`src/rtl/tps_pkg.sv`:
```
package tps_pkg;
  localparam int CODE_W = 3;

  typedef struct packed {
    logic [1:0]        spare;
    logic              src_ext;
    logic              fall_edge;
    logic              to_wdt;
    logic [CODE_W-1:0] code;
  } opt_t;

  localparam opt_t OPT_RESET = '{spare: 2'b11, src_ext: 1'b1, fall_edge: 1'b1,
                                 to_wdt: 1'b1, code: '1};
endpackage

```
`src/rtl/tps_pin_edge.sv`:
```
module tps_pin_edge #(
  parameter int SYNC_STAGES = 2
) (
  input  logic clk,
  input  logic rst_n,
  input  logic pin_async,
  input  logic fall_sel,
  output logic edge_evt
);
  logic [SYNC_STAGES:0] sh_q, sh_d;
  logic cur, prev;

  always_comb begin
    sh_d = {sh_q[SYNC_STAGES-1:0], pin_async};
  end

  always_ff @(posedge clk or negedge rst_n) begin
    if (!rst_n) sh_q <= '0;
    else        sh_q <= sh_d;
  end

  assign cur      = sh_q[SYNC_STAGES-1];
  assign prev     = sh_q[SYNC_STAGES];
  assign edge_evt = fall_sel ? (prev & ~cur) : (cur & ~prev);

  // a reported edge is a real level change of the synchronised pin
  assert_edge_is_change_R5: assert property (@(posedge clk) disable iff (!rst_n)
    edge_evt |=> (sh_q[SYNC_STAGES] != $past(sh_q[SYNC_STAGES])));
endmodule

```
`src/rtl/tps_prescaler.sv`:
```
module tps_prescaler #(
  parameter int CODE_W = 3
) (
  input  logic              clk,
  input  logic              rst_n,
  input  logic              clr,
  input  logic              evt_in,
  input  logic              to_wdt,
  input  logic [CODE_W-1:0] code,
  output logic              evt_out
);
  localparam int PS_W = 1 << CODE_W;

  logic [PS_W-1:0] cnt_q, cnt_d, mask;
  logic [CODE_W:0] expo;
  logic            fire;

  always_comb begin
    expo = to_wdt ? {1'b0, code} : ({1'b0, code} + 1'b1);
    for (int i = 0; i < PS_W; i++) mask[i] = (i < int'(expo));
  end

  assign fire    = evt_in & (&(cnt_q | ~mask));
  assign evt_out = fire & ~clr;

  always_comb begin
    cnt_d = cnt_q;
    if (clr)         cnt_d = '0;
    else if (evt_in) cnt_d = cnt_q + 1'b1;
  end

  always_ff @(posedge clk or negedge rst_n) begin
    if (!rst_n) cnt_q <= '0;
    else        cnt_q <= cnt_d;
  end

  // every clear request empties the prescaler
  assert_clear_empties_R8: assert property (@(posedge clk) disable iff (!rst_n)
    clr |=> (cnt_q == '0));
  // an output event only follows an input event
  assert_out_needs_in_R4: assert property (@(posedge clk) disable iff (!rst_n)
    evt_out |-> evt_in);
endmodule

```
`src/rtl/tps_timer8.sv`:
```
module tps_timer8 #(
  parameter int TMR_W = 8
) (
  input  logic             clk,
  input  logic             rst_n,
  input  logic             inc,
  input  logic             wr,
  input  logic [TMR_W-1:0] wdata,
  input  logic             flag_clr,
  output logic [TMR_W-1:0] cnt,
  output logic             flag
);
  logic [TMR_W-1:0] cnt_q, cnt_d;
  logic             flag_q, flag_d, wrap;

  assign wrap = inc & ~wr & (&cnt_q);

  always_comb begin
    cnt_d = cnt_q;
    if (wr)       cnt_d = wdata;
    else if (inc) cnt_d = cnt_q + 1'b1;
    flag_d = flag_q;
    if (wrap)          flag_d = 1'b1;
    else if (flag_clr) flag_d = 1'b0;
  end

  always_ff @(posedge clk or negedge rst_n) begin
    if (!rst_n) begin
      cnt_q  <= '0;
      flag_q <= 1'b0;
    end else begin
      cnt_q  <= cnt_d;
      flag_q <= flag_d;
    end
  end

  assign cnt  = cnt_q;
  assign flag = flag_q;

  assert_write_loads_R7: assert property (@(posedge clk) disable iff (!rst_n)
    wr |=> (cnt_q == $past(wdata)));
  assert_flag_on_wrap_R6: assert property (@(posedge clk) disable iff (!rst_n)
    $rose(flag_q) |-> ($past(cnt_q) == '1 && cnt_q == '0));
endmodule

```
`src/rtl/tps_watchdog.sv`:
```
module tps_watchdog #(
  parameter int WDT_W = 8
) (
  input  logic clk,
  input  logic rst_n,
  input  logic evt,
  input  logic clr,
  output logic rst_req,
  output logic to_n
);
  logic [WDT_W-1:0] cnt_q, cnt_d;
  logic             req_q, req_d, ton_q, ton_d, timeout;

  assign timeout = evt & ~clr & (&cnt_q);

  always_comb begin
    cnt_d = cnt_q;
    if (clr || timeout) cnt_d = '0;
    else if (evt)       cnt_d = cnt_q + 1'b1;
    req_d = timeout;
    ton_d = ton_q;
    if (clr)          ton_d = 1'b1;
    else if (timeout) ton_d = 1'b0;
  end

  always_ff @(posedge clk or negedge rst_n) begin
    if (!rst_n) begin
      cnt_q <= '0;
      req_q <= 1'b0;
      ton_q <= 1'b1;
    end else begin
      cnt_q <= cnt_d;
      req_q <= req_d;
      ton_q <= ton_d;
    end
  end

  assign rst_req = req_q;
  assign to_n    = ton_q;

  assert_req_drops_status_R9: assert property (@(posedge clk) disable iff (!rst_n)
    rst_req |-> !to_n);
  assert_req_single_R9: assert property (@(posedge clk) disable iff (!rst_n)
    rst_req |=> !rst_req);
  assert_clear_restarts_R10: assert property (@(posedge clk) disable iff (!rst_n)
    clr |=> (cnt_q == '0 && to_n && !rst_req));
endmodule

```
`src/rtl/shared_prescale_timer.sv`:
```
module shared_prescale_timer
  import tps_pkg::*;
#(
  parameter int TMR_W       = 8,
  parameter int WDT_W       = 8,
  parameter int SYNC_STAGES = 2
) (
  input  logic             clk,
  input  logic             rst_n,
  input  logic             opt_wr,
  input  logic [7:0]       opt_wdata,
  output logic [7:0]       opt_q,
  input  logic             tmr_wr,
  input  logic [TMR_W-1:0] tmr_wdata,
  output logic [TMR_W-1:0] tmr_q,
  input  logic             icyc_tick,
  input  logic             ext_pin,
  output logic             tmr_flag,
  input  logic             flag_clr,
  input  logic             wdt_tick,
  input  logic             wdt_clr,
  input  logic             sleep_cmd,
  output logic             wdt_rst_req,
  output logic             wdt_to_n
);
  opt_t opt_r, opt_d, opt_new;
  logic pin_evt, src_evt, ps_in, ps_out, ps_clr;
  logic tmr_evt, wdt_evt, wdt_restart, owner_change;

  assign opt_new = opt_t'(opt_wdata);

  always_comb begin
    opt_d = opt_r;
    if (opt_wr) opt_d = opt_new;
  end

  always_ff @(posedge clk or negedge rst_n) begin
    if (!rst_n) opt_r <= OPT_RESET;
    else        opt_r <= opt_d;
  end

  assign opt_q = opt_r;

  tps_pin_edge #(.SYNC_STAGES(SYNC_STAGES)) u_pin (
    .clk(clk), .rst_n(rst_n), .pin_async(ext_pin),
    .fall_sel(opt_r.fall_edge), .edge_evt(pin_evt));

  assign src_evt      = opt_r.src_ext ? pin_evt : icyc_tick;
  assign wdt_restart  = wdt_clr | sleep_cmd;
  assign owner_change = opt_wr & (opt_new.to_wdt != opt_r.to_wdt);
  assign ps_in        = opt_r.to_wdt ? wdt_tick : src_evt;
  assign ps_clr       = tmr_wr | owner_change | (opt_r.to_wdt & wdt_restart);

  tps_prescaler #(.CODE_W(CODE_W)) u_ps (
    .clk(clk), .rst_n(rst_n), .clr(ps_clr), .evt_in(ps_in),
    .to_wdt(opt_r.to_wdt), .code(opt_r.code), .evt_out(ps_out));

  assign tmr_evt = opt_r.to_wdt ? src_evt : ps_out;
  assign wdt_evt = opt_r.to_wdt ? ps_out  : wdt_tick;

  tps_timer8 #(.TMR_W(TMR_W)) u_tmr (
    .clk(clk), .rst_n(rst_n), .inc(tmr_evt), .wr(tmr_wr), .wdata(tmr_wdata),
    .flag_clr(flag_clr), .cnt(tmr_q), .flag(tmr_flag));

  tps_watchdog #(.WDT_W(WDT_W)) u_wdt (
    .clk(clk), .rst_n(rst_n), .evt(wdt_evt), .clr(wdt_restart),
    .rst_req(wdt_rst_req), .to_n(wdt_to_n));

  assert_opt_write_R2: assert property (@(posedge clk) disable iff (!rst_n)
    opt_wr |=> (opt_q == $past(opt_wdata)));
  assert_ext_ignores_tick_R5: assert property (@(posedge clk) disable iff (!rst_n)
    (opt_r.src_ext && opt_r.to_wdt && !pin_evt && !tmr_wr) |=> $stable(tmr_q));
endmodule

```
`config.mk`:
```
export PLATFORM = sky130hd
export DESIGN_NAME = shared_prescale_timer
export DESIGN_NICKNAME = d
export VERILOG_FILES = /design/src/rtl/tps_pkg.sv /design/src/rtl/tps_pin_edge.sv /design/src/rtl/tps_prescaler.sv /design/src/rtl/tps_timer8.sv /design/src/rtl/tps_watchdog.sv /design/src/rtl/shared_prescale_timer.sv
export SDC_FILE = /design/constraint.sdc
export NUM_CORES = 1
export LEC_CHECK = 0
export BUFFER_PORTS_ARGS = -buffer_cell sky130_fd_sc_hd__buf_4
export CAP_MARGIN = 0
export CORE_UTILIZATION = 40
export DETAILED_ROUTE_END_ITERATION = 10
export PLACE_DENSITY = 0.62
export SLEW_MARGIN = 30
export SYNTH_ARGS = -nofsm -noshare
export SYNTH_HDL_FRONTEND = slang
export SYNTH_SLANG_ARGS = --single-unit
export TNS_END_PERCENT = 50
```
`constraint.sdc`:
```
create_clock -name clk -period 3.3 [get_ports clk]
set_input_delay 0.33 -clock clk [delete_from_list [all_inputs] [get_ports clk]]
set_output_delay 0.33 -clock clk [all_outputs]
set_load 0.01 [all_outputs]
```
==> out/metrics.csv, run 1 <==
metric,value,unit
status,finished clean,
CTS max path bufs,2,
largest net degree at the start of global routing,39,
cell taking the most area after synthesis,dfrtp_1,
Seq cells post-synth,38,
worst setup margin,0.389,ns
# DRC,0,
CP Capture Type,flop,
H-Tree Depth,2,
Initial Util,0.418,
nets,293,
initial antenna violation count,0,
Worst Setup Start Kind,flop,
Comb power frac,0.221,
HP Class,input port to async pin,
area of the multi-input gates,1100,um2
Max Slew Vio Count,0,
syn avg cell area,9.75,um2
worst skew pair latency,0.28,ns
Lkg Pwr,1.14,nW
fmax,344,MHz
wire per inst,13.1,um
Post-Place Setup Slack,0.416,ns
final setup TNS,0,ns
CTS tree,yes,
Vias/cell,5.22,
DIE WIDTH,75.1,um
Antenna Cells,0,
synth cell count leaders,"dfrtp_1 (29), nand2_1 (23), nor2_1 (20)",
register area,962,um2
Final ANT Viol Nets,0,
I/O pin count,45,
most frequent cell after synthesis,dfrtp_1,
unrepaired setup endpoints after global routing,false,
post-layout minimum cycle time,2.91,ns
CTS resizes,0,
Hold WS,0.00596,ns
vias in the first global route,1620,
gpl congestion,0.827,
PD cells,418,nW/um2
Core Area,5110,um2
max-cap violations,0,
first-pass GRT wire length,7440,um
Mapped Nets,249,
CP max FO,11,
TritonRoute pass-1 iters,4,
Die Area,5630,um2
"EDFF count, synth",0,
P_int,0.000780,W
cell area after layout,2600,um2
Post-CTS Setup Repair Bufs,0,
Site Rows,26,
switch share,0.282,
Iter 0 DRT Violations,117,
final wirelength,4370,um
Synth warnings,0,
CTS Hold Bufs,0,
Yosys top cell area share,0.340,
"Reg clk slew, reported paths",0.07,ns
Vias,1744,
placed insts,326,
Post-Synthesis Cells,219,
Worst EP arrival,3.08,ns
Finish-stage setup viols,0,
top post-synthesis cells by area,"dfrtp_1 (34%), dfstp_2 (11%), mux2_2 (4.7%)",
Mapped Area,2130,um2
GRT Util Overall,0.178,
I/O Buffers,44,
filler instances,499,
sequential power share,0.502,
WS Path Type,flop to flop,
switching pwr,0.000306,W
period utilization,0.882,
Placement Cell Area,2520,um2
layout cells sized above 1,0.292,
Max VDD drop,0.262,mV
"Hold Violations, Final",0,
"Req. time, crit path",3.47,ns
area delta synth->final,21.7,%
GRT overflow,0,
"Async S/R FF share, synth",1.00,
Post-DP HPWL,3200,um
CTS Buf Count,5,
post-synthesis sequential area ratio,0.451,
fin cells,334,
Most used DFF post-synth,dfrtp_1,
clock power share,0.277,
clk sinks,38,
Die H,75.1,um
Root Driver,clkbuf_8,
worst slew pin tran,0.683,ns
headroom to the max-slew limit,0.545,
clk_skew,0.00550,ns
Yosys cell types,46,
## layout make-up
type / count / area share
multi-input combinational: 167 / 0.425
sequential: 38 / 0.370
timing repair buffer: 46 / 0.133
tap: 70 / 0.0337
clock buffer: 8 / 0.0308
inverter: 5 / 0.00722
## metal layers
| layer | track usage | up-vias | wire [um] |
|---|---|---|---|
| met2 | 0.275 | 31 | 1960 |
| met4 | 0.0650 | 0 | 63 |
| li1 | - | 873 | - |
| met1 | 0.241 | 835 | 2140 |
| met3 | 0.0482 | 5 | 199 |
| met5 | 0 | - | 0 |
## sequential cells by signal (all words and copies together), names as in the netlist
| name | flops |
|---|---|
| opt_q | 8 |
| u_pin.sh_q | 3 |
| u_ps.cnt_q | 8 |
| u_tmr.cnt | 8 |
| u_tmr.flag | 1 |
| u_wdt.cnt_q | 8 |
| u_wdt.rst_req | 1 |
| u_wdt.to_n | 1 |
## worst paths after layout
kind | to | slack, ns | cells after the start | from
max | u_tmr.cnt[1] | 0.39 | 7 | opt_q[0]
min | u_pin.sh_q[0] | 0.006 | 1 | rst_n
max reg2reg | u_tmr.cnt[1] | 0.39 | 7 | opt_q[0]
min reg2reg | u_pin.sh_q[1] | 0.36 | 0 | u_pin.sh_q[0]
max in group asynchronous | opt_q[6] | 2.94 | 1 | rst_n
min in group clk | u_pin.sh_q[0] | 0.16 | 1 | ext_pin
## stage by stage
step / utilization / total power [W]
floorplan: - / 0.000692
global placement: 0.493 / 0.000792
detailed placement: 0.493 / 0.000796
CTS: 0.509 / 0.00110
global route: 0.509 / 0.00116
finish: 0.509 / 0.00109
## cell usage in the layout, fill, tap and decap left out, types with 3 or more instances in the layout
master    Yosys  layout
buf_4         3      46
a21oi_1       7       7
a22oi_1       4       4
nor2b_1       8       8
nor2_1       20      20
clkbuf_1      3       3
a21o_1        3       3
nand2_1      23      23
nor3_1        3       3
inv_1         5       5
xor2_1        6       6
nor3b_1       4       4
dfstp_2       9       9
dfrtp_1      29      29
o31ai_1       3       3
a31oi_1       3       3
ha_1          4       4
mux2_2        9       9
and3_1        5       5
mux2i_1       9       9
nand4_1       5       5
clkbuf_8      0       5
o21ai_0       6       6
nand2b_1      5       5
a211oi_1      3       3
nand3_1       8       8
## power by group through the flow
stage / logic [W] / clock network [W] / registers, W
after global routing: 0.000269 / 0.000338 / 0.000550
after detailed placement: 0.000243 / 0 / 0.000553
after global placement: 0.000240 / 0 / 0.000552
after floorplan: 0.000141 / 0 / 0.000552
after CTS: 0.000244 / 0.000316 / 0.000545
final: 0.000240 / 0.000301 / 0.000545
## critical path, stage by stage, from the launching register on
cell	delay, ns
dfstp_2	0.63
ha_1	0.28
nor3b_1	0.19
a211oi_1	0.08
or4_4	0.46
o31ai_1	0.51
mux2_2	0.39
mux2_2	0.26
## kinds of logic (layout without fill, tap and decap cells)
| group | count (synthesis) | after routing | synth area share |
|---|---|---|---|
| AO/OA/AOI/OAI | 39 | 39 | 0.128 |
| XOR/XNOR | 8 | 8 | 0.0328 |
| flip-flops | 38 | 38 | 0.451 |
| AND/OR/NAND/NOR | 98 | 98 | 0.244 |
| multiplexers | 18 | 18 | 0.0897 |
| adder cells (fa/ha/maj) | 4 | 4 | 0.0234 |
| buffers and inverters | 14 | 59 | 0.0317 |
Power figures use the tool's default switching activity.
==> run 2: changes to the inputs <==
--- a/config.mk
+++ b/config.mk
@@ -8,6 +8,7 @@
 export BUFFER_PORTS_ARGS = -buffer_cell sky130_fd_sc_hd__buf_4
 export CAP_MARGIN = 0
 export CORE_UTILIZATION = 40
+export CTS_BUF_LIST = sky130_fd_sc_hd__clkbuf_4 sky130_fd_sc_hd__clkbuf_8
 export DETAILED_ROUTE_END_ITERATION = 10
 export PLACE_DENSITY = 0.62
 export SLEW_MARGIN = 30
==> run 2 against run 1 <==
Via count increased by 0.23%. Maximum frequency decreased by 0.38%. Die area unchanged. Global-route usage about the same. Utilization increased by 0.22 points. Wire length increased by 0.41%. Sequential share of layout area decreased by 0.16 points. Register-to-register slack about the same. Non-clock buffer count unchanged. Sequential power about the same.
==> out/metrics.csv, run 2 (synthesis gave the netlist of run 1 again) <==
metric,value,unit
GRT Util Overall,0.179,
Max VDD drop,0.261,mV
Core Area,5110,um2
worst skew pair latency,0.28,ns
clk_skew,0.00613,ns
CTS max path bufs,2,
Worst Setup Start Kind,flop,
# DRC,0,
final setup TNS,0,ns
period utilization,0.885,
Worst EP arrival,3.09,ns
switching pwr,0.000306,W
Initial Util,0.418,
Post-DP HPWL,3200,um
DIE WIDTH,75.1,um
status,finished clean,
first-pass GRT wire length,7440,um
Site Rows,26,
H-Tree Depth,2,
CP max FO,11,
I/O pin count,45,
CTS tree,yes,
register area,962,um2
Comb power frac,0.217,
area delta synth->final,22.3,%
unrepaired setup endpoints after global routing,false,
gpl congestion,0.827,
vias in the first global route,1616,
nets,293,
Lkg Pwr,1.15,nW
headroom to the max-slew limit,0.533,
initial antenna violation count,0,
Post-CTS Setup Repair Bufs,0,
filler instances,503,
clock power share,0.293,
fmax,342,MHz
HP Class,input port to async pin,
Max Slew Vio Count,0,
Die H,75.1,um
Vias,1748,
CTS Buf Count,5,
Iter 0 DRT Violations,103,
final wirelength,4380,um
"Reg clk slew, reported paths",0.07,ns
largest net degree at the start of global routing,39,
P_int,0.000804,W
CTS resizes,0,
TritonRoute pass-1 iters,4,
Finish-stage setup viols,0,
"commonest non-fill, non-tap cells in the layout","buf_4 (46), dfrtp_1 (29), nand2_1 (23)",
WS Path Type,flop to flop,
PD cells,425,nW/um2
GRT overflow,0,
overall power,0.00111,W
Vias/cell,5.23,
worst slew pin tran,0.701,ns
switch share,0.276,
Root Driver,clkbuf_8,
clk sinks,38,
layout cells sized above 1,0.303,
Final ANT Viol Nets,0,
area of the multi-input gates,1100,um2
I/O Buffers,44,
CP Capture Type,flop,
max-cap violations,0,
sequential power share,0.490,
"most common cell after layout, fill and taps aside",buf_4,
"Hold Violations, Final",0,
"Req. time, crit path",3.47,ns
post-layout minimum cycle time,2.92,ns
Die Area,5630,um2
wire per inst,13.1,um
Antenna Cells,0,
CTS Hold Bufs,0,
==> run 2: stage by stage <==
| step | utilization | hold WS [ns] | worst slack (ns) | std cells | area, um2 |
|---|---|---|---|---|---|
| after floorplan | - | 0.0344 | 0.731 | 219 | 2130 |
| after global placement | 0.493 | 0.330 | 0.435 | 326 | 2520 |
| after detailed placement | 0.493 | 0.334 | 0.416 | 326 | 2520 |
| after CTS | 0.511 | 0.0226 | 0.402 | 334 | 2610 |
| after global routing | 0.511 | 0.0357 | 0.205 | 334 | 2610 |
| final | 0.511 | 0.00772 | 0.378 | 334 | 2610 |
==> run 2: critical path, stage by stage (launching register included) <==
cell and delay, ns:
dfstp_2 0.63, ha_1 0.29, nor3b_1 0.19, a211oi_1 0.08, or4_4 0.46, o31ai_1 0.52, mux2_2 0.39, mux2_2 0.26
==> run 2: area by class of cell <==
class / instances / area share
Sequential cell: 38 / 0.369
Tap cell: 70 / 0.0336
Multi-Input combinational cell: 167 / 0.423
Inverter: 5 / 0.00719
Clock buffer: 8 / 0.0350
Timing Repair Buffer: 46 / 0.132
==> run 2: layer usage <==
layer | GRT usage | up-vias | wire [um]
li1 | - | 874 | -
met1 | 0.245 | 832 | 2170
met4 | 0.0650 | 0 | 63
met2 | 0.271 | 37 | 1960
met3 | 0.0482 | 5 | 195
met5 | 0 | - | 0
==> run 2: path summary, 6_finish.rpt <==
path	from	to	slack, ns	cells after the start
max in group asynchronous	rst_n	opt_q[6]	2.94	1
min	rst_n	u_wdt.cnt_q[7]	0.008	1
max reg2reg	opt_q[0]	u_tmr.cnt[1]	0.38	7
min reg2reg	u_pin.sh_q[0]	u_pin.sh_q[1]	0.36	0
max	opt_q[0]	u_tmr.cnt[1]	0.38	7
min in group clk	ext_pin	u_pin.sh_q[0]	0.16	1
==> run 2: power groups by stage <==
stage               clock network, W  logic, W  registers (W)
CTS                         0.000342  0.000244       0.000545
finish                      0.000325  0.000241       0.000545
detailed placement                 0  0.000243       0.000553
global route                0.000365  0.000268       0.000551
floorplan                          0  0.000141       0.000552
global placement                   0  0.000240       0.000552
